## config.mk

```make
export PLATFORM = sky130hd
export DESIGN_NAME = pdp_dispatch
export DESIGN_NICKNAME = d
export VERILOG_FILES = /design/src/rtl/pdp_pkg.sv /design/src/rtl/pdp_predfile.sv /design/src/rtl/pdp_hazard.sv /design/src/rtl/pdp_slot_arb.sv /design/src/rtl/pdp_dispatch.sv
export SDC_FILE = /design/constraint.sdc
export NUM_CORES = 1
export LEC_CHECK = 0
export ABC_AREA = 1
export BUFFER_PORTS_ARGS = -buffer_cell sky130_fd_sc_hd__clkbuf_2
export CAP_MARGIN = 20
export CORE_AREA = 4 4 109 111
export CTS_CLUSTER_DIAMETER = 40
export DETAILED_ROUTE_END_ITERATION = 16
export DIE_AREA = 0 0 113 115
export PLACE_DENSITY = 0.82
export SLEW_MARGIN = 20
export SYNTH_ARGS = -nofsm -noshare
export SYNTH_HDL_FRONTEND = slang
export SYNTH_HIERARCHICAL = 1
export SYNTH_SLANG_ARGS = --single-unit
```

## constraint.sdc

```tcl
create_clock -name clk -period 2.3 [get_ports clk]
set_input_delay 0.23 -clock clk [delete_from_list [all_inputs] [get_ports clk]]
set_output_delay 0.23 -clock clk [all_outputs]
set_load 0.005 [all_outputs]
```

## src/rtl/pdp_pkg.sv

```systemverilog
package pdp_pkg;

    // dispatch phase of the bundle currently on the inputs
    typedef enum logic {
        PH_FIRST  = 1'b0,   // first presentation, predicate-defines commit here
        PH_REPLAY = 1'b1    // held bundle after an interlock cycle
    } phase_e;

endpackage

```

## src/rtl/pdp_predfile.sv

```systemverilog
module pdp_predfile #(
    parameter int NPRED = 8
) (
    input  logic             clk,
    input  logic             rst_n,
    input  logic [NPRED-1:0] we_i,
    input  logic [NPRED-1:0] wd_i,
    output logic [NPRED-1:0] pred_o
);

    logic [NPRED-1:0] pred_d, pred_q;

    always_comb begin
        pred_d = pred_q;
        for (int k = 1; k < NPRED; k++) begin
            if (we_i[k]) pred_d[k] = wd_i[k];
        end
        pred_d[0] = 1'b1;
    end

    always_ff @(posedge clk) begin
        if (!rst_n) pred_q <= NPRED'(1);
        else        pred_q <= pred_d;
    end

    assign pred_o = {pred_q[NPRED-1:1], 1'b1};


    pred_hold_chk: assert property (@(posedge clk) disable iff (!rst_n)
        !(|we_i) |=> $stable(pred_o));

endmodule

```

## src/rtl/pdp_hazard.sv

```systemverilog
module pdp_hazard #(
    parameter int FW = 4,
    parameter int PW = 3
) (
    input  logic [FW-1:0]         op_valid_i,
    input  logic [FW-1:0]         op_is_pdef_i,
    input  logic [FW-1:0][PW-1:0] op_guard_i,
    input  logic [FW-1:0][PW-1:0] op_pdst_t_i,
    input  logic [FW-1:0][PW-1:0] op_pdst_f_i,
    output logic                  hazard_o
);

    always_comb begin
        hazard_o = 1'b0;
        for (int c = 0; c < FW; c++) begin
            for (int p = 0; p < FW; p++) begin
                if (op_valid_i[c] && !op_is_pdef_i[c] && (op_guard_i[c] != '0) &&
                    op_valid_i[p] && op_is_pdef_i[p] &&
                    ((op_guard_i[c] == op_pdst_t_i[p]) || (op_guard_i[c] == op_pdst_f_i[p])))
                    hazard_o = 1'b1;
            end
        end
    end

endmodule

```

## src/rtl/pdp_slot_arb.sv

```systemverilog
module pdp_slot_arb #(
    parameter int FW = 4,
    parameter int IW = 2
) (
    input  logic [FW-1:0] cand_i,
    output logic          any_o,
    output logic [IW-1:0] idx_o,
    output logic          multi_o
);

    always_comb begin
        idx_o = '0;
        for (int k = FW - 1; k >= 0; k--) begin
            if (cand_i[k]) idx_o = IW'(k);
        end
        any_o   = |cand_i;
        multi_o = ($countones(cand_i) > 1);
    end

endmodule

```

## src/rtl/pdp_dispatch.sv

```systemverilog
module pdp_dispatch
    import pdp_pkg::*;
#(
    parameter int FW    = 4,
    parameter int NFU   = 2,
    parameter int NPRED = 8,
    parameter int OPW   = 8,
    localparam int PW   = $clog2(NPRED),
    localparam int SW   = (NFU > 1) ? $clog2(NFU) : 1,
    localparam int IW   = (FW > 1) ? $clog2(FW) : 1
) (
    input  logic                   clk,
    input  logic                   rst_n,
    input  logic                   bnd_valid_i,
    input  logic [FW-1:0]          op_valid_i,
    input  logic [FW-1:0]          op_is_pdef_i,
    input  logic [FW-1:0]          op_cond_i,
    input  logic [FW-1:0][PW-1:0]  op_guard_i,
    input  logic [FW-1:0][PW-1:0]  op_pdst_t_i,
    input  logic [FW-1:0][PW-1:0]  op_pdst_f_i,
    input  logic [FW-1:0][SW-1:0]  op_slot_i,
    input  logic [FW-1:0][OPW-1:0] op_word_i,
    output logic                   stall_o,
    output logic [NFU-1:0]         slot_valid_o,
    output logic [NFU-1:0][OPW-1:0] slot_word_o,
    output logic [NFU-1:0][IW-1:0] slot_src_o,
    output logic                   multi_true_o
);

    typedef struct packed {
        phase_e                   phase;
        logic [NFU-1:0]           vld;
        logic [NFU-1:0][OPW-1:0]  word;
        logic [NFU-1:0][IW-1:0]   src;
        logic                     multi;
    } state_t;

    state_t st_d, st_q;

    logic [NPRED-1:0]        pred;
    logic [NPRED-1:0]        pwe, pwd;
    logic [FW-1:0]           guard_true;
    logic                    hazard;
    logic                    accept;
    logic [NFU-1:0][FW-1:0]  cand;
    logic [NFU-1:0]          arb_any, arb_multi;
    logic [NFU-1:0][IW-1:0]  arb_idx;

    pdp_predfile #(.NPRED(NPRED)) u_pfile (
        .clk    (clk),
        .rst_n  (rst_n),
        .we_i   (pwe),
        .wd_i   (pwd),
        .pred_o (pred)
    );

    pdp_hazard #(.FW(FW), .PW(PW)) u_haz (
        .op_valid_i   (op_valid_i),
        .op_is_pdef_i (op_is_pdef_i),
        .op_guard_i   (op_guard_i),
        .op_pdst_t_i  (op_pdst_t_i),
        .op_pdst_f_i  (op_pdst_f_i),
        .hazard_o     (hazard)
    );

    for (genvar l = 0; l < FW; l++) begin : g_guard
        assign guard_true[l] = pred[op_guard_i[l]];
    end

    assign stall_o = bnd_valid_i && (st_q.phase == PH_FIRST) && hazard;
    assign accept  = bnd_valid_i && !stall_o;

    // predicate-define writes, applied once per bundle on its first cycle
    always_comb begin
        pwe = '0;
        pwd = '0;
        if (bnd_valid_i && (st_q.phase == PH_FIRST)) begin
            for (int l = 0; l < FW; l++) begin
                if (op_valid_i[l] && op_is_pdef_i[l] && guard_true[l]) begin
                    pwe[op_pdst_t_i[l]] = 1'b1;
                    pwd[op_pdst_t_i[l]] = op_cond_i[l];
                    pwe[op_pdst_f_i[l]] = 1'b1;
                    pwd[op_pdst_f_i[l]] = !op_cond_i[l];
                end
            end
        end
    end

    for (genvar s = 0; s < NFU; s++) begin : g_slot
        for (genvar l = 0; l < FW; l++) begin : g_lane
            assign cand[s][l] = accept && op_valid_i[l] && !op_is_pdef_i[l] &&
                                guard_true[l] && (op_slot_i[l] == SW'(s));
        end
        pdp_slot_arb #(.FW(FW), .IW(IW)) u_arb (
            .cand_i  (cand[s]),
            .any_o   (arb_any[s]),
            .idx_o   (arb_idx[s]),
            .multi_o (arb_multi[s])
        );
    end

    always_comb begin
        st_d       = st_q;
        st_d.phase = stall_o ? PH_REPLAY : PH_FIRST;
        st_d.multi = |arb_multi;
        for (int s = 0; s < NFU; s++) begin
            st_d.vld[s]  = arb_any[s];
            st_d.src[s]  = arb_any[s] ? arb_idx[s] : '0;
            st_d.word[s] = arb_any[s] ? op_word_i[arb_idx[s]] : '0;
        end
    end

    always_ff @(posedge clk) begin
        if (!rst_n) begin
            st_q <= '{phase: PH_FIRST, vld: '0, word: '0, src: '0, multi: 1'b0};
        end else begin
            st_q <= st_d;
        end
    end

    assign slot_valid_o = st_q.vld;
    assign slot_word_o  = st_q.word;
    assign slot_src_o   = st_q.src;
    assign multi_true_o = st_q.multi;


    single_stall_chk: assert property (@(posedge clk) disable iff (!rst_n)
        stall_o |=> !stall_o);


    stall_no_issue_chk: assert property (@(posedge clk) disable iff (!rst_n)
        stall_o |=> (slot_valid_o == '0));


    multi_with_issue_chk: assert property (@(posedge clk) disable iff (!rst_n)
        multi_true_o |-> (|slot_valid_o));


    idle_no_issue_chk: assert property (@(posedge clk) disable iff (!rst_n)
        !bnd_valid_i |=> ((slot_valid_o == '0) && !multi_true_o));

endmodule

```

==> metrics.txt, run 1 <==
Post-Syn Area=4705 um^2; CP required=approximately 2.5 ns; Synth Instances=810; FP Rows=38; WP data arrival=2.52 ns; post-synth net total=roughly 900; Worst R2R Start=u_pfile/pred_q[2]$_SDFFE_PN0P_; Setup WS pre-CTS=-0.3631 ns; Levels on crit path=20; RSZ-0062 raised after global routing=yes; largest net degree at the start of global routing=34; Die ar.=13,000 um^2; CP startpoint kind=input pin; Hold-fix buffers, CTS=0; Detailed Route Iter0 Violations=just under 600; crit-path cells=buf_4 > inv_2 > nand2_1 > nand2_1 > nand3_2 > nand2_2 > nand2_2 > nand2_2 > a21oi_2 > nand3_1 > inv_2 > nor2_4 > nor3_2 > nand4_1 > nor2_2 > inv_2 > fa_1 > o21ai_1 > nor2_1 > nor2_1; CP endpoint kind=register; via count=approximately 5,800; CTS buffer count=5; total track usage=0.2223; TritonCTS clock tree=yes; HP Class=input pin to register; synthesis warning total=6; skew final=roughly 0.012 ns; post-layout min period=between 2 and 2.5 ns; clk slew on worst S/H paths=0.07 ns; first-pass GRT wire length=between 20 and 25 mm; Clock Tree Buf Depth=2; R2R setup slack=about 0.070 ns; pwr dens=between 300 and 400 nW/um^2; Antenna Nets Post-Route=0; end of the worst register-to-register path=slot_word_o[15]$_SDFF_PN0_; # DRC=0; routability congestion estimate=1.012; clock root buffer master=clkbuf_8; setup violators final=6; Area Growth Syn to Fin=35.77%; Clock Latency Late Sink=between 0.2 and 0.3 ns; Core Region=10,790 um^2; peak supply drop=about 0.36 mV; nets@finish=just over 1,000; setup_tns=-0.1194 ns; CTS sink cnt=31; initial core utilization=0.4359; Leak=3.120 nW; slowest stage delay, CP=roughly 0.53 ns; Detailed Route WL=~16 mm; Slowest cell on crit path=fa_1; chip width=roughly 110 um; filler cell count=roughly 940; cells on worst reg2reg path=12; final HPWL from detailed placement=12.33 mm; DR pass1 iterations=6; Setup WS post-layout=-0.03613 ns; Hold WS=0.2313 ns; outcome=finished, violations left; Slew Limit Fails=0; Final Cycle Share=1.016; failing checks=negative setup slack; post-DR vias/cell=about 5.3; grt total ovfl=0; Max Clk Rate=about 430 MHz; CTS H-tree depth=2; WP buf/inv=4; share of cells above drive strength 1=0.3003; port bufs=between 100 and 150; crit-path max FO=5; Setup crit end=multi_true_o$_SDFF_PN0_; vias in the first global route=a little over 5,000; Max-Cap Viols=0; family with the most delay on the worst path=simple AND/OR/NAND/NOR gates; initial antenna violation count=0; post-DR wirelength/cell=14.86 um; Final Hold Vio Count=0; start point of the critical path=op_pdst_f_i[8]; Die Ht=115 um; ant diodes=0; synthesized area per cell=approximately 5.8 um^2; top-level I/O count=111; Setup CP Type=input pin to register
## per-stage QoR
step	util	power [mW]	instance area, um^2	std cells
final	0.5918	2.047	6387	1089
after global routing	0.5918	2.159	6387	1089
after CTS	0.5390	1.915	5817	1085
after detailed placement	0.5249	1.354	5665	1077
after global placement	0.5249	1.342	5665	1077
after floorplan	-	1.043	4750	810
## placed cells by master (no fill, tap or decap), types with 2 or more instances in the layout
cell	instances
nor3_1	5
buf_4	70
or2_0	2
inv_2	17
nand3_1	94
a21oi_1	45
clkbuf_2	75
clkbuf_16	3
dfxtp_1	31
nor3_2	3
fa_1	2
nand2_2	15
nand3_2	9
buf_12	11
xnor2_1	40
a31oi_1	5
nor2_4	5
xnor2_2	17
buf_8	7
o21ai_0	37
nor2_1	43
buf_2	3
a21oi_2	5
o211ai_1	17
nand2_1	173
nand3b_4	2
inv_1	106
ha_1	2
nor2_2	14
buf_6	11
o31ai_1	17
clkbuf_8	6
o21ai_1	11
xor2_1	21
inv_4	5
nand4_1	9
## repair_timing
action                                  CTS  global route
gates resized for setup                  12           191
pin swaps                                 4            31
gates cloned                              0             3
buffers inserted                          0             1
endpoints found under the setup margin   12            23
## worst min-delay path: stages
cell and delay (ns):
clkbuf_2 0.09, o21ai_1 0.05, a21oi_1 0.10
## registers in the layout (all words and copies together), names as in the netlist
signal / cells
st_q: 1
slot_src_o: 4
multi_true_o: 1
slot_valid_o: 2
slot_word_o: 16
u_pfile/pred_q: 7
## worst min path at each step
stage / start / to / slack (ns) / depth (start not counted)
final: op_word_i[2] / slot_word_o[10]$_SDFF_PN0_ / 0.23 / 3
after global routing: op_word_i[2] / slot_word_o[10]$_SDFF_PN0_ / 0.26 / 3
after CTS: op_word_i[4] / slot_word_o[4]$_SDFF_PN0_ / 0.24 / 3
after detailed placement: u_pfile/pred_q[6]$_SDFFE_PN0P_ / u_pfile/pred_q[6]$_SDFFE_PN0P_ / 0.48 / 2
after global placement: u_pfile/pred_q[4]$_SDFFE_PN0P_ / u_pfile/pred_q[4]$_SDFFE_PN0P_ / 0.47 / 2
after floorplan: rst_n / u_pfile/pred_q[1]$_SDFFE_PN0P_ / 0.35 / 2
## layout make-up
type                       count  area (um^2)  share of cell area
clock buffer                   6        82.58             0.01293
clock inverter                 2        35.03            0.005485
inverter                     130        505.5             0.07914
multi-input combinational    600         3528              0.5524
sequential                    31        620.6             0.09716
tap                          140        175.2             0.02742
timing repair buffer         180         1440              0.2255
## power breakdown
group          switching, mW  total, mW  internal, mW  leakage, nW
Combinational          0.515      0.936         0.421         2.81
Clock                  0.206      0.556         0.350       0.0612
Sequential           0.00653      0.555         0.548        0.250
Total                  0.728       2.05          1.32         3.12
## routing by layer
layer	up-vias	share of wire	GRT usage	wire length (um)
met3	46	0.083	0.02526	1343
met1	2573	0.42	0.3033	6722
met5	-	0	0	0
li1	2862	-	-	-
met2	323	0.47	0.3618	7605
met4	0	0.032	0.08253	514
No activity file was read; power rests on OpenSTA's default activity.
==> run 2: changes to the inputs <==
==> constraint.sdc (replaced) <==
create_clock -name clk -period 2.3 [get_ports clk]
set_input_delay 0.23 -clock clk [delete_from_list [all_inputs] [get_ports clk]]
set_output_delay 0.23 -clock clk [all_outputs]
set_load 0.1 [all_outputs]
==> run 2 against run 1 <==
Against the previous run: the flow still finishes with violations (negative setup slack); final area grew 2.2%; routed wire length grew 1.7%; utilization grew 1.3 points; worst hold slack gained 0.013 ns; sequential power is essentially flat; critical endpoint is now slot_word_o[0]$_SDFF_PN0_.
==> metrics.txt, run 2 (synthesized netlist as in run 1, its figures left out) <==
outcome=finished, violations left; failing checks=negative setup slack; hold path cells=3 (unchanged); post-DR vias/cell=5.465 (+2.5%); start point of the critical path=op_pdst_t_i[1]; Leak=3.189 nW (+2.2%); Final Hold Vio Count=0 (unchanged); register area=620.6 um^2 (unchanged); port bufs=110 (unchanged); routability congestion estimate=0.9867 (-2.5%); FP Rows=38 (unchanged); Clock Latency Late Sink=0.28 ns (about the same); Seq pwr share=0.263 (-0.008); Detailed Route Iter0 Violations=583 (-1.2%); Die Ht=115 um (unchanged); crit-path max FO=4 (-1); crit-path cells=buf_2 > xnor2_2 > nand3_1 > nand2_1 > nand2_1 > nand2_1 > nor2_2 > nand3_1 > inv_2 > nor2_4 > nor2_2 > nand4_1 > nor2_2 > buf_4 > nor2_2 > nor3_4 > buf_12 > clkbuf_16 > a21oi_1 > o21ai_1 > a21oi_1; WP data arrival=2.66 ns (+0.14 ns); Setup CP Type=input pin to register; WP buf/inv=5 (+1); CP endpoint kind=register; CP required=2.47 ns (about the same); # DRC=0 (unchanged); HP Class=input pin to register; Area Growth Syn to Fin=38.78%; largest net degree at the start of global routing=34 (unchanged); DR pass1 iterations=5 (-1); Pint=1.327 mW (+0.56%); cells on worst reg2reg path=14 (+2); Switching Share=0.3715 (+0.01599); CP startpoint kind=input pin; clock root buffer master=clkbuf_8; Hold-fix buffers, CTS=0 (unchanged); Hold WS=0.2443 ns (+0.01299 ns); Worst R2R Start=u_pfile/pred_q[2]$_SDFFE_PN0P_; most frequent cells in the layout=nand2_1, inv_1, nand3_1; pwr dens=323.4 nW/um^2 (+0.88%); family with the most delay on the worst path=simple AND/OR/NAND/NOR gates; max_slew headroom=0.6253; vias in the first global route=5,145 (+0.37%); fin area=6529 um^2 (+2.2%); total track usage=0.2196 (-0.002629); nets@finish=1,046 (+0.67%); Max Clk Rate=400.8 MHz (-6.4%); ant diodes=0 (unchanged); top-level I/O count=111 (unchanged); Slew Limit Fails=0 (unchanged); initial antenna violation count=0 (unchanged); peak supply drop=0.3618 mV (about the same); filler cell count=928 (-1.2%); TritonCTS clock tree=yes; RSZ-0062 raised after global routing=yes; end of the worst register-to-register path=slot_word_o[0]$_SDFF_PN0_; grt total ovfl=0 (unchanged); Clock Tree Buf Depth=2 (unchanged); max reg flops=16 (unchanged); chip width=113 um (unchanged); Final Cycle Share=1.085 (+0.06921); slew of the pin with the lowest slew margin=0.5645 ns; via count=5,990 (+3.2%); hold path endpoint=slot_word_o[3]$_SDFF_PN0_; Slowest cell on crit path=nor2_2; Max-Cap Viols=0 (unchanged); HP Start=op_word_i[3]; area of the multi-input gates=3536 um^2 (+0.21%); DP Area=5683 um^2 (+0.31%); initial core utilization=0.4359 (unchanged); skew final=0.005368 ns (-0.006831 ns); most common cell type on the critical path=nor2_2; Die ar.=13,000 um^2 (unchanged); R2R setup slack=0.01 ns (-0.06 ns); slowest stage delay, CP=0.22 ns (-0.31 ns); Antenna Nets Post-Route=0 (unchanged); most common cell after layout, fill and taps aside=nand2_1; Setup WS post-layout=-0.1953 ns (-0.1592 ns); final HPWL from detailed placement=12.18 mm (-1.2%); CTS H-tree depth=2 (unchanged); Sw Pwr=0.7843 mW (+7.8%); Gate power share=0.474 (+0.017); CTS sink cnt=31 (unchanged); post-DR wirelength/cell=15.02 um (+1.1%); clk slew on worst S/H paths=0.07 ns (about the same); post-layout min period=2.495 ns (+0.1592 ns); CTS buffer count=5 (unchanged); share of cells above drive strength 1=0.2971 (-0.003245); setup violators final=17 (+11); first-pass GRT wire length=23.67 mm (-1.4%); Core Region=10,790 um^2 (unchanged); Clk network pwr share=0.262 (-0.010); Detailed Route WL=16.47 mm (+1.7%)
[run 2: area by class of cell]
type | instances | share of cell area
Clock buffer | 6 | 0.01265
Clock inverter | 2 | 0.005366
Inverter | 130 | 0.08049
Multi-Input combinational cell | 600 | 0.5416
Sequential cell | 31 | 0.09506
Tap cell | 140 | 0.02683
Timing Repair Buffer | 187 | 0.2380
[run 2: per-stage QoR]
step	util	setup slack, ns	std cells	setup TNS [ns]	power [mW]
after global routing	0.6049	-0.2291	1096	-3.168	2.225
after global placement	0.5265	-0.3039	1075	-3.850	1.399
after CTS	0.5456	0.00008749	1085	0	1.988
after detailed placement	0.5265	-0.4029	1075	-5.266	1.416
final	0.6049	-0.1953	1096	-1.370	2.111
after floorplan	-	-0.2092	810	-3.362	1.116
[run 2: timing repair]
| item | CTS | global route |
|---|---|---|
| pin swaps | 4 | 49 |
| hold endpoints to repair | 0 | 0 |
| setup buffers | 2 | 5 |
| resized for setup | 19 | 134 |
| cloned | 0 | 8 |
| endpoints found under the setup margin | 1 | 22 |
[run 2: power groups by stage]
stage | Combinational (mW) | Sequential (mW) | Clock, mW
3_5_place_dp | 0.848 | 0.568 | 0
4_1_cts | 0.866 | 0.556 | 0.566
3_3_place_gp | 0.832 | 0.567 | 0
6_report | 1.00 | 0.556 | 0.554
2_1_floorplan | 0.551 | 0.565 | 0
5_1_grt | 1.08 | 0.556 | 0.590
[run 2: worst max path at each step]
stage                                      endpoint  cells after the start
after floorplan           slot_word_o[4]$_SDFF_PN0_                     20
after global placement      multi_true_o$_SDFF_PN0_                     19
after detailed placement    multi_true_o$_SDFF_PN0_                     20
after CTS                   multi_true_o$_SDFF_PN0_                     20
after global routing      slot_word_o[0]$_SDFF_PN0_                     21
final                     slot_word_o[0]$_SDFF_PN0_                     21
[run 2: worst reg2reg max path: stages (launching register included)]
cell	delay (ns)
dfxtp_1	0.34
inv_1	0.11
o21ai_0	0.18
nand2_1	0.11
o21ai_4	0.13
nand4_1	0.17
nor2_2	0.22
buf_4	0.14
nor2_2	0.04
nor3_4	0.21
buf_12	0.14
clkbuf_16	0.13
a21oi_1	0.04
o21ai_1	0.10
a21oi_1	0.09
[run 2: routing by layer]
| metal | vias to the layer above | wire length [um] | global-route usage | part of all wire |
|---|---|---|---|---|
| met3 | 84 | 1489 | 0.02368 | 0.090 |
| met2 | 365 | 7891 | 0.3799 | 0.48 |
| met5 | - | 0 | 0 | 0 |
| met1 | 2660 | 6275 | 0.2753 | 0.38 |
| li1 | 2881 | - | - | - |
| met4 | 0 | 808 | 0.1002 | 0.049 |
